==> config.mk <==
export PLATFORM = sky130hd
export DESIGN_NAME = spi_irq_unit
export DESIGN_NICKNAME = d
export VERILOG_FILES = /design/src/rtl/spi_irq_pkg.sv /design/src/rtl/spi_flag_cell.sv /design/src/rtl/spi_rx_guard.sv /design/src/rtl/spi_req_route.sv /design/src/rtl/spi_irq_unit.sv
export SDC_FILE = /design/constraint.sdc
export NUM_CORES = 1
export LEC_CHECK = 0
export CORE_MARGIN = 2
export CORE_UTILIZATION = 34
export DETAILED_ROUTE_END_ITERATION = 12
export GPL_ROUTABILITY_DRIVEN = 1
export GPL_TIMING_DRIVEN = 0
export MAX_ROUTING_LAYER = met4
export PLACE_DENSITY = 0.78
export SETUP_SLACK_MARGIN = 0.1
export SLEW_MARGIN = 0
export SYNTH_ARGS = -nofsm -noshare
export SYNTH_HDL_FRONTEND = slang
export SYNTH_HIERARCHICAL = 1
export SYNTH_SLANG_ARGS = --single-unit
==> constraint.sdc <==
create_clock -name clk -period 1.32 [get_ports clk]
set_clock_uncertainty 0.15 [all_clocks]
set_input_delay 0.198 -clock clk [delete_from_list [all_inputs] [get_ports clk]]
set_output_delay 0.198 -clock clk [all_outputs]
set_load 0.01 [all_outputs]
==> src/rtl/spi_irq_pkg.sv <==
package spi_irq_pkg;
  localparam int STW = 7;   // status word width
  localparam int ENW = 9;   // enable word width (enables + two selects)
  localparam int B_RUN  = 0;
  localparam int B_DONE = 1;
  localparam int B_EOQ  = 2;
  localparam int B_UFL  = 3;
  localparam int B_FILL = 4;
  localparam int B_OVF  = 5;
  localparam int B_DRN  = 6;
  localparam int B_FSEL = 7;
  localparam int B_DSEL = 8;

  function automatic bit is_level_flag(int idx);
    return (idx == B_FILL) || (idx == B_DRN);
  endfunction
endpackage

==> src/rtl/spi_flag_cell.sv <==
module spi_flag_cell #(
  parameter bit LEVEL = 1'b0
) (
  input  logic clk,
  input  logic rst_n,
  input  logic set_i,
  input  logic clr_i,
  output logic flag_o
);
  logic flag_q;

  generate
    if (LEVEL) begin : g_level
      always_ff @(posedge clk) begin
        if (!rst_n)     flag_q <= 1'b0;
        else if (clr_i) flag_q <= 1'b0;
        else            flag_q <= flag_q | set_i;
      end
      // a clear always empties the flag for one cycle
      a_r3_clear_wins: assert property (@(posedge clk) disable iff (!rst_n)
        clr_i |=> !flag_o);
    end else begin : g_event
      always_ff @(posedge clk) begin
        if (!rst_n) flag_q <= 1'b0;
        else        flag_q <= (flag_q & ~clr_i) | set_i;
      end
      // a set flag without a clear stays set
      a_r2_sticky: assert property (@(posedge clk) disable iff (!rst_n)
        (flag_o && !clr_i) |=> flag_o);
      // an event pulse is never lost
      a_r2_set_wins: assert property (@(posedge clk) disable iff (!rst_n)
        set_i |=> flag_o);
    end
  endgenerate

  assign flag_o = flag_q;
endmodule

==> src/rtl/spi_rx_guard.sv <==
module spi_rx_guard #(
  parameter int DEPTH = 8,
  localparam int LW = $clog2(DEPTH + 1)
) (
  input  logic          clk,
  input  logic          rst_n,
  input  logic          word_i,
  input  logic [LW-1:0] level_i,
  input  logic          ovwr_en_i,
  output logic          push_o,
  output logic          replace_o,
  output logic          ovf_evt_o
);
  logic full;

  assign full      = (int'(level_i) >= DEPTH);
  assign push_o    = word_i & ~full;
  assign replace_o = word_i & full & ovwr_en_i;
  assign ovf_evt_o = word_i & full;

  // a word is never both pushed and used as a replacement
  a_r9_one_action: assert property (@(posedge clk) disable iff (!rst_n)
    !(push_o && replace_o));
  // under the discard policy nothing is written into a full FIFO
  a_r9_drop: assert property (@(posedge clk) disable iff (!rst_n)
    (ovf_evt_o && !ovwr_en_i) |-> !(push_o || replace_o));
endmodule

==> src/rtl/spi_req_route.sv <==
module spi_req_route
  import spi_irq_pkg::*;
(
  input  logic           clk,
  input  logic           rst_n,
  input  logic [STW-1:0] stat_i,
  input  logic [ENW-1:0] en_i,
  output logic           irq_o,
  output logic           tx_dma_o,
  output logic           rx_dma_o
);
  logic [STW-1:0] to_irq;

  always_comb begin
    to_irq = stat_i & en_i[STW-1:0];
    to_irq[B_RUN] = 1'b0;
    if (en_i[B_FSEL]) to_irq[B_FILL] = 1'b0;
    if (en_i[B_DSEL]) to_irq[B_DRN]  = 1'b0;
  end

  assign irq_o    = |to_irq;
  assign tx_dma_o = stat_i[B_FILL] & en_i[B_FILL] & en_i[B_FSEL];
  assign rx_dma_o = stat_i[B_DRN]  & en_i[B_DRN]  & en_i[B_DSEL];

  // a disabled request never reaches a DMA line
  a_r6_tx_quiet: assert property (@(posedge clk) disable iff (!rst_n)
    !en_i[B_FILL] |-> !tx_dma_o);
  a_r6_rx_quiet: assert property (@(posedge clk) disable iff (!rst_n)
    !en_i[B_DRN] |-> !rx_dma_o);
  // the running bit alone never raises an interrupt
  a_r8_run_no_irq: assert property (@(posedge clk) disable iff (!rst_n)
    (stat_i[STW-1:1] == '0) |-> !irq_o);
endmodule

==> src/rtl/spi_irq_unit.sv <==
module spi_irq_unit
  import spi_irq_pkg::*;
#(
  parameter int DEPTH = 8,
  localparam int LW = $clog2(DEPTH + 1)
) (
  input  logic           clk,
  input  logic           rst_n,
  input  logic           run_i,
  input  logic           done_evt_i,
  input  logic           eoq_evt_i,
  input  logic           tx_uflow_evt_i,
  input  logic [LW-1:0]  tx_level_i,
  input  logic [LW-1:0]  rx_level_i,
  input  logic           rx_word_i,
  input  logic           rx_ovwr_en_i,
  input  logic           st_wr_i,
  input  logic [STW-1:0] st_wdata_i,
  input  logic           en_wr_i,
  input  logic [ENW-1:0] en_wdata_i,
  input  logic           tx_dma_ack_i,
  input  logic           rx_dma_ack_i,
  output logic [STW-1:0] status_o,
  output logic           irq_o,
  output logic           tx_dma_req_o,
  output logic           rx_dma_req_o,
  output logic           rx_push_o,
  output logic           rx_replace_o
);
  logic [ENW-1:0]   en_q;
  logic             run_q;
  logic [STW-1:1]   flag_set;
  logic [STW-1:1]   flag_clr;
  logic [STW-1:1]   flags;
  logic             ovf_evt;
  logic             tx_dma_hit;
  logic             rx_dma_hit;

  always_ff @(posedge clk) begin
    if (!rst_n) begin
      en_q  <= '0;
      run_q <= 1'b0;
    end else begin
      run_q <= run_i;
      if (en_wr_i) en_q <= en_wdata_i & ~(ENW'(1) << B_RUN);
    end
  end

  spi_rx_guard #(.DEPTH(DEPTH)) u_guard (
    .clk       (clk),
    .rst_n     (rst_n),
    .word_i    (rx_word_i),
    .level_i   (rx_level_i),
    .ovwr_en_i (rx_ovwr_en_i),
    .push_o    (rx_push_o),
    .replace_o (rx_replace_o),
    .ovf_evt_o (ovf_evt)
  );

  assign tx_dma_hit = tx_dma_ack_i & en_q[B_FILL] & en_q[B_FSEL];
  assign rx_dma_hit = rx_dma_ack_i & en_q[B_DRN]  & en_q[B_DSEL];

  always_comb begin
    flag_set         = '0;
    flag_set[B_DONE] = done_evt_i;
    flag_set[B_EOQ]  = eoq_evt_i;
    flag_set[B_UFL]  = tx_uflow_evt_i;
    flag_set[B_FILL] = (int'(tx_level_i) < DEPTH);
    flag_set[B_OVF]  = ovf_evt;
    flag_set[B_DRN]  = (rx_level_i != '0);
    flag_clr         = {STW-1{st_wr_i}} & st_wdata_i[STW-1:1];
    flag_clr[B_FILL] = flag_clr[B_FILL] | tx_dma_hit;
    flag_clr[B_DRN]  = flag_clr[B_DRN]  | rx_dma_hit;
  end

  generate
    for (genvar g = 1; g < STW; g++) begin : g_flag
      spi_flag_cell #(.LEVEL(is_level_flag(g))) u_cell (
        .clk    (clk),
        .rst_n  (rst_n),
        .set_i  (flag_set[g]),
        .clr_i  (flag_clr[g]),
        .flag_o (flags[g])
      );
    end
  endgenerate

  assign status_o = {flags, run_q};

  spi_req_route u_route (
    .clk      (clk),
    .rst_n    (rst_n),
    .stat_i   (status_o),
    .en_i     (en_q),
    .irq_o    (irq_o),
    .tx_dma_o (tx_dma_req_o),
    .rx_dma_o (rx_dma_req_o)
  );

  // an acknowledge on a DMA-routed enabled fill request empties it
  a_r7_tx_ack: assert property (@(posedge clk) disable iff (!rst_n)
    (tx_dma_ack_i && en_q[B_FILL] && en_q[B_FSEL]) |=> !status_o[B_FILL]);
  a_r7_rx_ack: assert property (@(posedge clk) disable iff (!rst_n)
    (rx_dma_ack_i && en_q[B_DRN] && en_q[B_DSEL]) |=> !status_o[B_DRN]);
  // an arrival at a full FIFO marks overflow under either policy
  a_r9_ovf_flag: assert property (@(posedge clk) disable iff (!rst_n)
    (rx_word_i && int'(rx_level_i) >= DEPTH) |=> status_o[B_OVF]);
  // the running bit follows run_i one cycle later
  a_r8_run_follow: assert property (@(posedge clk) disable iff (!rst_n)
    1'b1 |=> (status_o[B_RUN] == $past(run_i)));
endmodule

==> out/metrics.yaml <==
run_status:
  status: "finished with violations"
  violations: "negative setup slack"
final_layout:
  num_antenna_cells: 0
  instances_no_fill: 140
  layout_common_cells: "clkdlybuf4s50_1 (24), dfxtp_2 (11), mux2i_1 (8), nor2b_1 (8), buf_2 (7)"
  final_common_cell: "clkdlybuf4s50_1"
  fin_area_um2: 1190
  final_core_util_pct: 60.65
  layout-drive-gt1-share_pct: 38.94
  syn_to_final_growth_pct: 69.22
  nets: 150
synthesis:
  synth_nets: 100
  synth_area_um2: 703.2
  postSynthAreaPerCell_um2: 10.99
  synth_warnings: 6
  netlist_instances: 64
sta:
  slew_headroom_pct: 70.93
  setup_violations: 1
  fmax_ghz: 0.7395
  min_period_ps: 1352
  rsz0062_at_grt: "true"
  setup_ws_ps: -32.29
  worst_pin_slew_ps: 434.6
  drv_slew: 0
  fin_crit_sh_pct: 102.4
  hold_violations: 0
critical_path:
  crit_fanout: 2
  timing.critical_path.buf_inv: 1
  end_kind: "output port"
  cpMaxStageDelayCell: "dfxtp_1"
  required_ps: 970
  cp_top_family: "flip-flops"
  cpPeakStageDelay_ps: 320
  crit_arrival_ps: 1000
  crit_path_start_kind: "flip-flop"
  reg2reg_slack_ps: 260
  setup.worst_path.class: "flip-flop to output port"
  crit_chain: "a22oi_1 -> nand4_1 -> buf_2"
place:
  placed_area_um2: 1147
  gp_congestion: 0.6916
  place_inst: 132
  dp_hpwl_um: 1257
  place_ws_ps: -443.5
  port_buffers: 41
power:
  p_per_area_nw_per_um2: 832.8
  peakVddDrop_mv: 0.5539
  p_total_mw: 0.9910
  power_leakage_nw: 0.5154
clock_tree:
  clkSinkCount: 15
  cts.htree.levels: 1
  clockBufferDepth: 2
  ctsHoldBuffers: 0
  cts_tree: "done"
  cts_root_buf: "clkbuf_4"
  clkTransAtPathRegs_ps: 90
  worstSkewPairLatency_ps: 270
  numCtsBuffers: 3
routing:
  ant_nets: 0
  drt-pass1-iter-count: 3
  routed_wirelength_um: 1711
  wl_per_cell_um: 12.22
  viasPerCell: 4.514
  drc: 0
  drt_iter0_drc: 2
  vias: 632
global_route:
  grt_pass1_vias: 616
  grt_start_max_net_pins: 16
  antenna_found_initial: 0
  gr-total-overflow: 0
  grtUsageTotal_pct: 15.23
  grt_pass1_wl_um: 2739
floorplan:
  die-area_um2: 2448
  die_h_um: 49.48
  fp.dieW_um: 49.48
  std_cell_rows: 16
  initial_core_util_pct: 35.84
  core_um2: 1962
  ioPinCount: 48
run:
  drv_cap: 0
min_path:
  worstHoldPathType: "input port to flip-flop"
[worst register-to-register path, stage by stage, from the launching register on]
cell	delay (ps)
dfxtp_2	330
buf_4	130
a32o_1	220
nor3b_2	160
[where the power goes]
| group | internal [mW] | leakage [nW] | switching, mW |
|---|---|---|---|
| logic | 0.154 | 0.373 | 0.0729 |
| registers | 0.486 | 0.128 | 0.0223 |
| clock network | 0.117 | 0.0150 | 0.139 |
| total | 0.757 | 0.515 | 0.234 |
[layer usage]
layer  track usage, %  part of all wire, %
met1            18.39                   46
met2            22.52                   46
met3            3.939                  7.1
met4            9.722                  1.2
met5                -                    0
[layout make-up]
type,count,area (um^2)
Clock buffer,4,26.28
Sequential cell,15,314.1
Fill cell,193,772.0
Buffer,2,15.01
Timing Repair Buffer,45,399.1
Tap cell,27,33.78
Multi-Input combinational cell,46,397.9
Inverter,1,3.754
[repair_timing]
| action | CTS | global route |
|---|---|---|
| pin swaps | 6 | 2 |
| gates resized for setup | 58 | 12 |
| endpoints found under the setup margin | 13 | 8 |
| buffers inserted | 0 | 4 |
[stage by stage]
step,TNS [ps],hold WS (ps)
after floorplan,0,165.5
after global placement,-2624,350.1
after detailed placement,-2501,374.2
after CTS,-57.48,147.0
after global routing,-129.3,158.9
final,-32.29,155.8
[sequential cells by signal, indices dropped and copies added, names as in the netlist]
register,cells
en_q,8
g_flag.u_cell/flag_o,6
run_q,1
[path summary, 6_finish.rpt]
path	startpoint	depth (start not counted)	endpoint
min reg2reg	en_q[1]	2	en_q[1]
min	en_wr_i	3	en_q[8]
max	en_q[3]	3	irq_o
max reg2reg	en_q[7]	3	g_flag[4].u_cell/flag_o
No activity file was read; power rests on OpenSTA's default activity.
